### src/rtl/cpu_bus_pkg.sv
package cpu_bus_pkg;
  localparam int ADDR_W = 6;
  localparam int DATA_W = 16;

  typedef enum logic {BUS_SEPARATE = 1'b0, BUS_MUX = 1'b1} bus_mode_e;

  function automatic logic [DATA_W-1:0] byte_swap(input logic [DATA_W-1:0] d);
    return {d[7:0], d[15:8]};
  endfunction
endpackage

### src/rtl/cbi_sync.sv
module cbi_sync #(
  parameter int         W       = 1,
  parameter logic [W-1:0] RST_VAL = '0
) (
  input  logic         clk_i,
  input  logic         rst_ni,
  input  logic [W-1:0] d_i,
  output logic [W-1:0] q_o
);
  logic [W-1:0] s1, s2;

  for (genvar i = 0; i < W; i++) begin : g_bit
    always_ff @(posedge clk_i or negedge rst_ni) begin
      if (!rst_ni) begin
        s1[i] <= RST_VAL[i];
        s2[i] <= RST_VAL[i];
      end else begin
        s1[i] <= d_i[i];
        s2[i] <= s1[i];
      end
    end
  end

  assign q_o = s2;
endmodule

### src/rtl/cbi_regfile.sv
module cbi_regfile import cpu_bus_pkg::*; #(
  parameter int N_REGS = 4,
  localparam int IDX_W = (N_REGS > 1) ? $clog2(N_REGS) : 1
) (
  input  logic              clk_i,
  input  logic              rst_ni,
  input  logic              we_i,
  input  logic [1:0]        be_i,
  input  logic [IDX_W-1:0]  waddr_i,
  input  logic [DATA_W-1:0] wdata_i,
  input  logic [IDX_W-1:0]  raddr_i,
  output logic [DATA_W-1:0] rdata_o,
  output logic              swap_o
);
  logic [DATA_W-1:0] regs [N_REGS];

  for (genvar r = 0; r < N_REGS; r++) begin : g_reg
    always_ff @(posedge clk_i or negedge rst_ni) begin
      if (!rst_ni) regs[r] <= '0;
      else if (we_i && waddr_i == IDX_W'(r)) begin
        if (be_i[0]) regs[r][7:0]  <= wdata_i[7:0];
        if (be_i[1]) regs[r][15:8] <= wdata_i[15:8];
      end
    end
  end

  assign rdata_o = regs[raddr_i];
  assign swap_o  = regs[0][0];

  // a commit always carries at least one lane
  a_r6_lane_present: assert property (@(posedge clk_i) disable iff (!rst_ni)
    we_i |-> be_i != 2'b00);
endmodule

### src/rtl/cbi_fifo.sv
module cbi_fifo import cpu_bus_pkg::*; #(
  parameter int DEPTH = 4,
  localparam int PW = (DEPTH > 1) ? $clog2(DEPTH) : 1,
  localparam int CW = $clog2(DEPTH + 1)
) (
  input  logic              clk_i,
  input  logic              rst_ni,
  input  logic              push_i,
  input  logic [DATA_W-1:0] din_i,
  input  logic              pop_i,
  output logic [DATA_W-1:0] head_o,
  output logic              full_o,
  output logic              empty_o
);
  logic [DATA_W-1:0] mem [DEPTH];
  logic [PW-1:0]     wp, rp;
  logic [CW-1:0]     count;
  logic              push_ok, pop_ok;

  assign full_o  = (count == CW'(DEPTH));
  assign empty_o = (count == '0);
  assign push_ok = push_i & ~full_o;
  assign pop_ok  = pop_i & ~empty_o;
  assign head_o  = empty_o ? '0 : mem[rp];

  always_ff @(posedge clk_i) begin
    if (push_ok) mem[wp] <= din_i;
  end

  // DEPTH is a power of two, pointers wrap naturally
  always_ff @(posedge clk_i or negedge rst_ni) begin
    if (!rst_ni) begin
      wp    <= '0;
      rp    <= '0;
      count <= '0;
    end else begin
      if (push_ok) wp <= wp + 1'b1;
      if (pop_ok)  rp <= rp + 1'b1;
      count <= count + CW'(push_ok) - CW'(pop_ok);
    end
  end

  a_r10_no_overflow: assert property (@(posedge clk_i) disable iff (!rst_ni)
    count <= CW'(DEPTH));
  a_r10_full_drop: assert property (@(posedge clk_i) disable iff (!rst_ni)
    (push_i && full_o && !pop_i) |=> $stable(count));
  a_r10_empty_pop: assert property (@(posedge clk_i) disable iff (!rst_ni)
    (pop_i && empty_o && !push_i) |=> $stable(rp));
endmodule

### src/rtl/cpu_bus_if.sv
module cpu_bus_if import cpu_bus_pkg::*; #(
  parameter int               N_REGS     = 4,
  parameter int               FIFO_DEPTH = 4,
  parameter logic [ADDR_W-1:0] FIFO_ADDR = 6'h08,
  localparam int IDX_W = (N_REGS > 1) ? $clog2(N_REGS) : 1
) (
  input  logic              clk_i,
  input  logic              rst_ni,
  input  logic              mode_strap_i,
  input  logic              cs_ni,
  input  logic              rd_ni,
  input  logic              wr_lo_ni,
  input  logic              wr_hi_ni,
  input  logic              ale_i,
  input  logic [ADDR_W-1:0] addr_i,
  input  logic [DATA_W-1:0] data_i,
  output logic [DATA_W-1:0] data_o,
  output logic              data_oe_o
);
  localparam logic [ADDR_W-1:0] REG_LIM = ADDR_W'(N_REGS);

  // strobe synchronisers: {ale, cs, rd, wr_hi, wr_lo}
  logic [4:0] strb_s;
  logic ale_s, cs_s, rd_s, whi_s, wlo_s;
  cbi_sync #(.W(5), .RST_VAL(5'b01111)) i_sync (
    .clk_i, .rst_ni,
    .d_i({ale_i, cs_ni, rd_ni, wr_hi_ni, wr_lo_ni}),
    .q_o(strb_s)
  );
  assign {ale_s, cs_s, rd_s, whi_s, wlo_s} = strb_s;

  // mode strap taken once after reset release
  bus_mode_e mode_q;
  logic      mode_done;
  always_ff @(posedge clk_i or negedge rst_ni) begin
    if (!rst_ni) begin
      mode_q    <= BUS_SEPARATE;
      mode_done <= 1'b0;
    end else if (!mode_done) begin
      mode_q    <= bus_mode_e'(mode_strap_i);
      mode_done <= 1'b1;
    end
  end

  // multiplexed address latch
  logic              ale_q;
  logic              ale_fall;
  logic [ADDR_W-1:0] ale_addr;
  assign ale_fall = ale_q & ~ale_s;
  always_ff @(posedge clk_i or negedge rst_ni) begin
    if (!rst_ni) begin
      ale_q    <= 1'b0;
      ale_addr <= '0;
    end else begin
      ale_q <= ale_s;
      if (ale_fall && mode_q == BUS_MUX) ale_addr <= data_i[ADDR_W:1];
    end
  end

  logic [ADDR_W-1:0] addr_sel;
  assign addr_sel = (mode_q == BUS_MUX) ? ale_addr : addr_i;

  // write capture and commit on strobe release
  logic              wr_act, wr_act_q, commit;
  logic [1:0]        be_q;
  logic [DATA_W-1:0] wdata_q;
  logic [ADDR_W-1:0] waddr_q;
  assign wr_act = ~cs_s & (~wlo_s | ~whi_s);
  assign commit = wr_act_q & ~wr_act;

  always_ff @(posedge clk_i or negedge rst_ni) begin
    if (!rst_ni) begin
      wr_act_q <= 1'b0;
      be_q     <= '0;
      wdata_q  <= '0;
      waddr_q  <= '0;
    end else begin
      wr_act_q <= wr_act;
      if (commit) be_q <= '0;
      else if (wr_act) begin
        be_q    <= be_q | {~whi_s, ~wlo_s};
        wdata_q <= data_i;
        waddr_q <= addr_sel;
      end
    end
  end

  // read path, pop on strobe release
  logic              rd_act, rd_act_q, rd_end;
  logic [ADDR_W-1:0] raddr_q;
  assign rd_act = ~cs_s & ~rd_s;
  assign rd_end = rd_act_q & ~rd_act;
  always_ff @(posedge clk_i or negedge rst_ni) begin
    if (!rst_ni) begin
      rd_act_q <= 1'b0;
      raddr_q  <= '0;
    end else begin
      rd_act_q <= rd_act;
      if (rd_act) raddr_q <= addr_sel;
    end
  end

  logic              swap_en;
  logic [DATA_W-1:0] reg_rdata, fifo_head;
  logic              fifo_full, fifo_empty;
  logic              w_reg_hit, r_reg_hit;
  assign w_reg_hit = waddr_q < REG_LIM;
  assign r_reg_hit = addr_sel < REG_LIM;

  cbi_regfile #(.N_REGS(N_REGS)) i_regs (
    .clk_i, .rst_ni,
    .we_i   (commit & w_reg_hit),
    .be_i   (be_q),
    .waddr_i(waddr_q[IDX_W-1:0]),
    .wdata_i(wdata_q),
    .raddr_i(addr_sel[IDX_W-1:0]),
    .rdata_o(reg_rdata),
    .swap_o (swap_en)
  );

  cbi_fifo #(.DEPTH(FIFO_DEPTH)) i_fifo (
    .clk_i, .rst_ni,
    .push_i (commit && waddr_q == FIFO_ADDR),
    .din_i  (swap_en ? byte_swap(wdata_q) : wdata_q),
    .pop_i  (rd_end && raddr_q == FIFO_ADDR),
    .head_o (fifo_head),
    .full_o (fifo_full),
    .empty_o(fifo_empty)
  );

  logic [DATA_W-1:0] rdata;
  always_comb begin
    if (r_reg_hit)                  rdata = reg_rdata;
    else if (addr_sel == FIFO_ADDR) rdata = swap_en ? byte_swap(fifo_head) : fifo_head;
    else                            rdata = '0;
  end

  assign data_oe_o = rd_act;
  assign data_o    = rd_act ? rdata : '0;

  a_r1_mode_frozen: assert property (@(posedge clk_i) disable iff (!rst_ni)
    mode_done |=> $stable(mode_q));
  a_r3_addr_hold: assert property (@(posedge clk_i) disable iff (!rst_ni)
    !ale_fall |=> $stable(ale_addr));
  a_r6_single_commit: assert property (@(posedge clk_i) disable iff (!rst_ni)
    commit |=> !commit);
  a_r10_empty_reads_zero: assert property (@(posedge clk_i) disable iff (!rst_ni)
    (fifo_empty && rd_act && addr_sel == FIFO_ADDR) |-> data_o == '0);
  a_r5_idle_released: assert property (@(posedge clk_i) disable iff (!rst_ni)
    $past(cs_s) && cs_s |-> !data_oe_o);
endmodule

### config.mk
export PLATFORM = sky130hd
export DESIGN_NAME = cpu_bus_if
export DESIGN_NICKNAME = d
export VERILOG_FILES = /design/src/rtl/cpu_bus_pkg.sv /design/src/rtl/cbi_sync.sv /design/src/rtl/cbi_regfile.sv /design/src/rtl/cbi_fifo.sv /design/src/rtl/cpu_bus_if.sv
export SDC_FILE = /design/constraint.sdc
export NUM_CORES = 1
export LEC_CHECK = 0
export CAP_MARGIN = 5
export CORE_MARGIN = 4
export CORE_UTILIZATION = 60
export CTS_BUF_LIST = sky130_fd_sc_hd__clkbuf_16
export DETAILED_ROUTE_END_ITERATION = 7
export DONT_BUFFER_PORTS = 1
export PLACE_DENSITY = 0.76
export SLEW_MARGIN = 20
export SYNTH_ARGS = -nofsm -noshare
export SYNTH_HDL_FRONTEND = slang
export SYNTH_SLANG_ARGS = --single-unit
export TNS_END_PERCENT = 30
### constraint.sdc
create_clock -name clk_i -period 3.1 [get_ports clk_i]
set_input_delay 0.155 -clock clk_i [delete_from_list [all_inputs] [get_ports clk_i]]
set_output_delay 0.155 -clock clk_i [all_outputs]
set_load 0.1 [all_outputs]
==> results of run 1 <==
-- state kept, by name (all words and copies together), names as in the netlist, 2 cells and up --
register / cells
i_fifo.wp: 2
be_q: 2
i_fifo.rp: 2
i_sync.q_o: 5
raddr_q: 6
ale_addr: 6
i_sync.s1: 5
wdata_q: 16
i_fifo.count: 3
i_fifo.mem: 64
i_regs.regs: 63
waddr_q: 6
-- cells in the mapped netlist (all sizes together) (3+ instances only) --
| cell type | instances | area [um^2] |
|---|---|---|
| ha | 6 | 75.1 |
| dfrtp | 114 | 2850 |
| o21a | 4 | 30.0 |
| mux2 | 104 | 1170 |
| nor4 | 8 | 146 |
| mux4 | 32 | 732 |
| nand2b | 3 | 18.8 |
| buf | 13 | 87.6 |
| xnor2 | 4 | 35.0 |
| nand2 | 59 | 221 |
| dfstp | 8 | 210 |
| clkbuf | 8 | 30.0 |
| and2 | 4 | 25.0 |
| nor3 | 6 | 50.1 |
| a22o | 16 | 140 |
| mux2i | 6 | 76.3 |
| inv | 9 | 33.8 |
| edfxtp | 64 | 1920 |
| o21ai | 6 | 30.0 |
| nor2 | 7 | 26.3 |
| a21oi | 4 | 20.0 |
-- where the power goes --
part	internal [mW]	switching (mW)
combinational	0.470	0.459
sequential	2.87	0.223
clock	1.30	0.883
-- cell families (layout without fill, tap and decap cells) --
group | count (synthesis) | after routing | share of synthesized area
DFF | 186 | 186 | 0.618
muxes | 142 | 142 | 0.245
and+or+nand+nor | 92 | 92 | 0.0672
AOI/OAI and AO/OA | 35 | 35 | 0.0323
buffers and inverters | 31 | 102 | 0.0192
adders and majority gates | 7 | 7 | 0.0118
xor gates and xnor gates | 5 | 5 | 0.00543
other | 1 | 1 | 0.000465
-- metal layers --
metal | share of wire | routed length (um)
met1 | 0.42 | 6840
met2 | 0.51 | 8360
met3 | 0.059 | 964
met4 | 0.017 | 282
met5 | 0.00079 | 13
-- through the flow --
stage / hold WS, ps / power, mW / util
final: 244 / 6.21 / 0.721
after global placement: -133 / 3.93 / 0.653
after global routing: 255 / 6.45 / 0.721
after detailed placement: -134 / 4.00 / 0.653
after floorplan: -141 / 3.76 / -
after CTS: 246 / 6.24 / 0.721
-- worst max-delay path by stage --
stage,from,endpoint,slack (ps),cells after the start
global route,mode_q,data_o[1],100,5
CTS,mode_q,data_o[1],10,5
detailed placement,raddr_q[2],i_fifo.count[2],400,9
global placement,raddr_q[2],i_fifo.count[2],480,9
finish,mode_q,data_o[1],210,5
floorplan,raddr_q[2],i_fifo.count[2],470,9
-- worst max-delay path: cells and delay by family, from the launching register on --
kind / cells / cell delay (ps)
AOI/OAI and AO/OA: 1 / 290
DFF: 1 / 540
buffers and inverters: 2 / 550
muxes: 2 / 930
-- cell type report --
cell class,count,share of cell area
flip-flops and latches,186,0.524
inverters,10,0.00395
clock buffers,18,0.0473
repair buffers,60,0.0776
well taps,176,0.0231
clock inverters,14,0.0162
multi-input cells,282,0.308
-- cell usage in the layout, fill, tap and decap left out, types with 2 or more instances in the layout --
cell type,instances
dfstp_2,8
a22o_1,16
clkbuf_16,18
edfxtp_1,64
nor4_4,6
clkinv_2,3
and2_1,4
o21a_1,4
nand2b_1,3
nand2_1,59
mux2i_1,4
mux4_2,29
mux4_1,3
clkinv_1,3
a21oi_1,4
nor3_1,2
buf_4,16
o21ai_0,6
xnor2_1,4
dlygate4sd3_1,27
ha_1,6
dfrtp_1,113
clkinv_4,3
nor3_2,4
inv_1,11
mux2_2,103
nor2_1,6
buf_12,16
bufinv_16,3
-- timing repair --
action	in CTS	in global routing
hold endpoints to repair	155	0
setup endpoints to repair	0	16
gates resized for setup	0	1
hold buffers	28	0
==> results.cfg, run 1 <==
[floorplan]
io_pins = 47
die_area_mm2 = 0.0154
die_height_um = 124
initial_core_util = 0.611
rows = 42
core-area_mm2 = 0.0132
fp.dieW_um = 124

[grt]
met1_usage = 0.318
grt_max_degree = 123
grtUsageTotal = 0.237
grt_first_pass_wirelength_mm = 26.2
top_usage_layer = met2
grt_pass1_vias = 4658
gr-total-overflow = 0
antenna_found_initial = 1
grtUsageMet3 = 0.0590
met2_usage = 0.386

[drt]
via_per_inst = 6.00
first_pass_iters = 4
routed_wl_mm = 16.5
drc = 0
wl_per_cell_um = 22.1
drt_iter0_drc = 279
postRouteAntennaNets = 0
via_count = 4474

[placed_design]
gp_congestion = 0.756
placedCellCount = 686
pre_cts_slack_ps = 404
dp_hpwl_mm = 10.5
place_area_mm2 = 0.00861
portBuffers = 0

[logic_synthesis]
synth_area_mm2 = 0.00806
ys_async_sr_fraction = 0.656
synth-seq-cells = 186
seq_area_frac_synth = 0.618
synthFlopType = dfrtp_1
synth-edff-count = 64
syn_inst = 499
avgSynthCellArea_um2 = 16.2
synth_nets = 536
yosys_warnings = 0
synth.distinct_cells = 45

[sta]
fin_crit_ps = 2890
timing.final.crit_share = 0.933
finalClockSkew_ps = 6.59
drv_slew = 0
rsz0062_at_grt = no
fmax_ghz = 0.346
fin_ws_ps = 208
setup_viol = 0
slew_headroom = 0.449
totalNegativeSetupSlack_ps = 0
hold_violations = 0
worstMarginPinSlew_ps = 821

[worst_setup_path]
crit_path_top_delay_cell = mux4_1
critPathArrivalTime_ps = 2740
critical_path.max_stage_delay_ps = 650
critical_path_class = reg2out
r2r-end = i_fifo.count[2]
worstPathCellList = mux2i_4 -> buf_4 -> mux4_1 -> a22o_1 -> buf_12
rr_startpoint = raddr_q[2]
path_max_fanout = 18
r2r_cells = 9
r2r_slack_ps = 410
crit_path_end_kind = primary output
cp_data_required_time_ps = 2940
cp-start-kind = flip-flop

[clocking]
postCtsSetupBuffers = 0
cts.clk_slew.worst_paths_ps = 60
clock_sinks = 186
clockBufferDepth = 2
cts_tree = built
h-tree-depth = 4
cts_buffers = 17
root_buffer = clkbuf_16
clk-insertion-delay-late_ps = 420

[min_path]
worstHoldStart = addr_i[1]
min_to = waddr_q[1]
min_path_type = in2reg
min_path_cells = 3

[power]
power_density_mw_per_mm2 = 652
cellLeakagePower_nw = 3.94
ir_drop_mv = 0.601

[layout]
multi_input_area_mm2 = 0.00293
n_fill_cell = 783
nets = 594
n_antenna_cell = 0
seqCellArea_mm2 = 0.00499
drive_above_1_share = 0.384
fin_area_mm2 = 0.00951
final_cells = 746
area_growth_pct = 18.0

[status]
outcome = finished, final reports clean

[flow_run]
max_cap_viol_count = 0
Power figures use the tool's default switching activity.
==> run 2, diff against run 1 <==
- CORE_ASPECT_RATIO: unset -> 0.9
- CTS_BUF_LIST: sky130_fd_sc_hd__clkbuf_16 -> sky130_fd_sc_hd__clkbuf_8
==> results.cfg, run 2 (synthesis gave the netlist of run 1 again) <==
[layout]
n_fill_cell = 789
layout_common_cells = 113 x dfrtp_1, 103 x mux2_2, 64 x edfxtp_1, 59 x nand2_1, 29 x mux4_2
largest_reg_flops = 64
n_antenna_cell = 0
area_growth_pct = 15.9
final_cells = 738
nets = 598
multi_input_area_mm2 = 0.00293
seqCellArea_mm2 = 0.00499
largest_register = i_fifo.mem
drive_above_1_share = 0.389
largestRegisters = i_fifo.mem: 64 flops, i_regs.regs: 63 flops, wdata_q: 16 flops
final_common_cell = dfrtp_1

[clocking]
cts_tree = built
cts_buffers = 17
cts.clk_slew.worst_paths_ps = 90
root_buffer = clkbuf_8
clock_sinks = 186
h-tree-depth = 4
clk-insertion-delay-late_ps = 470
clockBufferDepth = 2

[status]
outcome = finished, final reports clean

[placed_design]
placedCellCount = 678
dp_hpwl_mm = 11.0
portBuffers = 0
gp_congestion = 0.754

[drt]
first_pass_iters = 4
wl_per_cell_um = 22.9
via_per_inst = 6.07
via_count = 4483
drc = 0
drt_iter0_drc = 352
routed_wl_mm = 16.9
postRouteAntennaNets = 0

[sta]
drv_slew = 0
finalClockSkew_ps = 14.5
rsz0062_at_grt = no
timing.final.crit_share = 0.900
hold_violations = 0
worstMarginPinSlew_ps = 913
fin_crit_ps = 2790
slew_headroom = 0.391
setup_viol = 0
totalNegativeSetupSlack_ps = 0
fmax_ghz = 0.359

[grt]
gr-total-overflow = 0
grtUsageTotal = 0.242
grt_pass1_vias = 4787
antenna_found_initial = 0
grt_max_degree = 123
grt_first_pass_wirelength_mm = 27.4

[worst_setup_path]
crit_top_cell = buf_12
crit_path_top_delay_cell = dfrtp_2
cp_num_buf_inv = 2
critical_path.max_stage_delay_ps = 570
cp_data_required_time_ps = 2940
critPathArrivalTime_ps = 2630
path_delay_family = multiplexers
path_max_fanout = 18
cp-start-kind = flip-flop
crit_path_end_kind = primary output
worstPathCellList = mux2i_4 -> buf_12 -> mux4_2 -> a22o_1 -> buf_12
critical_path_class = reg2out

[floorplan]
initial_core_util = 0.624
rows = 39
fp.dieW_um = 130
die_height_um = 118
die_area_mm2 = 0.0154
io_pins = 47
core-area_mm2 = 0.0129

[power]
power_density_mw_per_mm2 = 607
cellLeakagePower_nw = 3.89
ir_drop_mv = 0.453

[flow_run]
max_cap_viol_count = 0

[min_path]
min_path_type = in2reg
[run 2: cell types whose count changed in the layout (fill, tap and decap cells not counted), sizes merged]
cell / previous run / this run
buf: 33 / 37
clkbuf: 18 / 20
clkinv: 9 / 5
clkinvlp: 1 / 0
inv: 11 / 14
[run 2: what timing repair did]
| item | 4_1_cts | 5_1_grt |
|---|---|---|
| setup buffers | 0 | 0 |
| hold buffers | 28 | 0 |
| endpoints found under the hold margin | 157 | 0 |
| setup endpoints to repair | 0 | 11 |
| resized for setup | 0 | 1 |
[run 2: routing by layer]
| metal | GRT usage | vias up | part of all wire |
|---|---|---|---|
| met5 | 0 | - | 0 |
| met4 | 0.0922 | 0 | 0.025 |
| met3 | 0.0522 | 28 | 0.046 |
| met2 | 0.378 | 112 | 0.51 |
| met1 | 0.334 | 2359 | 0.42 |
| li1 | - | 1984 | - |
[run 2: worst paths after layout]
check / slack [ps] / cells after the start / start / endpoint
max reg2reg: 310 / 9 / raddr_q[2] / i_fifo.count[2]
min: 90 / 3 / addr_i[0] / waddr_q[0]
min in group asynchronous: 300 / 2 / rst_ni / wdata_q[10]
max in group asynchronous: 2330 / 2 / rst_ni / i_regs.regs[47]
min reg2reg: 350 / 0 / i_sync.s1[4] / i_sync.q_o[4]
max: 310 / 5 / mode_q / data_o[2]
[run 2: stage by stage]
stage	hold slack [ps]	area [um^2]	utilization	setup slack, ps	power, mW
2_1_floorplan	-141	8060	-	467	3.76
3_3_place_gp	-137	8640	0.668	505	3.95
3_5_place_dp	-137	8640	0.668	380	4.01
4_1_cts	71.8	9340	0.722	104	5.70
5_1_grt	114	9340	0.722	149	5.95
6_report	93.2	9340	0.722	311	5.67
[run 2: worst register-to-register path: stages, from the launching register on]
cell,delay [ps]
dfrtp_1,400
or4b_2,700
nor4_2,300
ha_1,280
inv_1,60
ha_1,150
inv_1,70
fa_1,430
xnor2_1,190
xnor2_1,140
[run 2: power breakdown]
group          leakage, nW  total [mW]  internal (mW)  switching, mW
sequential            2.14        3.10           2.86          0.241
combinational         1.52       0.931          0.486          0.445
clock                0.228        1.63          0.845          0.787
total                 3.89        5.67           4.19           1.47
[run 2: final cells by class]
| class | instances | share of cell area |
|---|---|---|
| multi-input cells | 282 | 0.313 |
| clock inverters | 12 | 0.0141 |
| inverters | 10 | 0.00402 |
| flip-flops and latches | 186 | 0.534 |
| well taps | 164 | 0.0220 |
| clock buffers | 20 | 0.0295 |
| repair buffers | 64 | 0.0836 |
==> run 3, diff against run 2 <==
- SYNTH_HIERARCHICAL: unset -> 1
==> results.cfg, run 3 <==
[worst_setup_path]
critical_path_class = reg2reg
crit_top_cell = inv_1
crit_path_end_kind = flip-flop
critical_path.max_stage_delay_ps = 580
path_max_fanout = 3
critPathArrivalTime_ps = 3310
cp-start-kind = flip-flop
crit_path_top_delay_cell = dfstp_2
worstPathCellList = a21oi_4 -> or4_4 -> nor4b_4 -> nor2b_4 -> inv_1 -> ha_1 -> inv_1 -> ha_2 -> fa_2 -> xnor2_2 -> xnor2_1
cp_data_required_time_ps = 3450

[logic_synthesis]
seq_area_frac_synth = 0.580
synth_top_cell_by_area = dfrtp_1
avgSynthCellArea_um2 = 17.0
synth_area_mm2 = 0.00860
synth_top_area_share = 0.332
synth-seq-cells = 186
ys_async_sr_fraction = 0.656
synth.distinct_cells = 51
netlist_top_cells_area = dfrtp_1 33%, edfxtp_1 22%, mux2_2 13%, mux4_2 6.3%, mux2_4 2.8%
synthFlopType = dfrtp_1
yosys_warnings = 6
synth_commonest_cells = 114 x dfrtp_1, 102 x mux2_2, 64 x edfxtp_1
synth_nets = 542
synth-edff-count = 64
synth_most_common_cell = dfrtp_1
syn_inst = 505

[status]
outcome = finished, final reports clean

[placed_design]
gp_congestion = 0.825
dp_hpwl_mm = 11.4
portBuffers = 0

[power]
swShare = 0.273
intPower_mw = 3.87
power_frac_clock = 0.294
cellLeakagePower_nw = 4.05
p_switching_mw = 1.46
power_frac_seq = 0.543
ir_drop_mv = 0.559
power_density_mw_per_mm2 = 542
combinationalPowerShare = 0.163
p_total_mw = 5.33

[clocking]
h-tree-depth = 4
root_buffer = clkbuf_8
cts.clk_slew.worst_paths_ps = 90
cts_tree = built
clockBufferDepth = 2
clk-insertion-delay-late_ps = 460
cts_buffers = 17
clock_sinks = 186

[floorplan]
rows = 41
io_pins = 47
core-area_mm2 = 0.0140
die_area_mm2 = 0.0163
initial_core_util = 0.614
die_height_um = 122
fp.dieW_um = 134

[sta]
slew_headroom = 0.381
totalNegativeSetupSlack_ps = 0
finalClockSkew_ps = 11.1
fin_crit_ps = 2960
setup_viol = 0
drv_slew = 0
fmax_ghz = 0.338
worstMarginPinSlew_ps = 926
hold_violations = 0
timing.final.crit_share = 0.955
rsz0062_at_grt = no

[grt]
grt_first_pass_wirelength_mm = 26.9
gr-total-overflow = 0
antenna_found_initial = 0
grt_max_degree = 123
grtUsageTotal = 0.223
grt_pass1_vias = 4721

[layout]
nets = 600
largest_register = i_fifo/mem
area_growth_pct = 14.5
final_common_cell = dfrtp_1
largestRegisters = i_fifo/mem: 64 flops, i_regs/regs: 63 flops, wdata_q: 16 flops
drive_above_1_share = 0.456
n_antenna_cell = 0
layout_common_cells = 114 x dfrtp_1, 102 x mux2_2, 64 x edfxtp_1, 28 x dlygate4sd3_1, 24 x mux4_2
largest_reg_flops = 64

[drt]
wl_per_cell_um = 21.9
postRouteAntennaNets = 0
routed_wl_mm = 16.8
via_per_inst = 5.90
drt_iter0_drc = 353
first_pass_iters = 4
drc = 0
via_count = 4535

[min_path]
min_path_type = in2reg

[flow_run]
max_cap_viol_count = 0
[run 3: kinds of logic (layout without fill, tap and decap cells)]
kind of cell / after synthesis / in the layout / share of synthesized area
flip-flops: 186 / 186 / 0.580
multiplexers: 159 / 159 / 0.263
AND/OR/NAND/NOR: 74 / 74 / 0.0712
buffers and inverters: 37 / 107 / 0.0310
AO/OA/AOI/OAI: 36 / 36 / 0.0387
adder cells (fa/ha/maj): 7 / 7 / 0.0111
XOR/XNOR: 5 / 5 / 0.00509
other: 1 / 1 / 0.000436
[run 3: final cells by class]
type                    count  area, um^2
clock buffers              19         262
clock inverters            12         123
fillers                   915        4160
inverters                  10        37.5
multi-input cells         282        3410
flip-flops and latches    186        4980
well taps                 193         241
repair buffers             66         786
[run 3: worst paths after layout]
kind	start	endpoint	slack, ps	cells after the start
worst max register to register	i_sync/q_o[1]	i_fifo/count[2]	140	11
worst min register to register	i_sync/s1[4]	i_sync/q_o[4]	340	0
worst min-delay path	addr_i[0]	waddr_q[0]	110	3
min in group asynchronous	rst_ni	waddr_q[5]	290	2
worst max-delay path	i_sync/q_o[1]	i_fifo/count[2]	140	11
max in group asynchronous	rst_ni	wdata_q[8]	2350	2
[run 3: repair_timing]
| action | in CTS | in global routing |
|---|---|---|
| endpoints found under the setup margin | 1 | 1 |
| endpoints found under the hold margin | 160 | 0 |
| buffers inserted | 0 | 3 |
| hold buffers | 29 | 0 |
| gates resized for setup | 1 | 5 |
| pin swaps | 0 | 5 |
[run 3: worst max-delay path, delay by kind of cell (launching register included)]
family | cells | cell delay (ps)
flops | 1 | 580
fa+ha+maj | 3 | 810
buf+inv | 2 | 90
compound gates | 1 | 70
simple gates | 3 | 1020
xor+xnor | 2 | 280
[run 3: per-layer routing]
metal,vias up,share of wire,GRT usage
met5,-,0,0
met1,2388,0.44,0.314
met2,93,0.51,0.364
met4,0,0.0093,0.0534
met3,16,0.038,0.0483
li1,2038,-,-
[run 3: through the flow]
step                cell area, um^2  instances  hold slack (ps)  utilization  setup WS, ps
finish                         9840        768              115        0.703           140
global route                   9840        768             91.7        0.703          35.7
CTS                            9800        765             82.9        0.700          41.3
detailed placement             9100        705             -138        0.650          36.2
global placement               9100        705             -136        0.650           131
floorplan                      8600        505             -141            -           204
[run 3: power groups by stage]
stage	combinational, mW	sequential, mW	clock, mW
detailed placement	0.791	2.94	0
global placement	0.764	2.93	0
floorplan	0.654	2.87	0
CTS	0.863	2.89	1.61
finish	0.869	2.90	1.57
global route	0.941	2.92	1.72
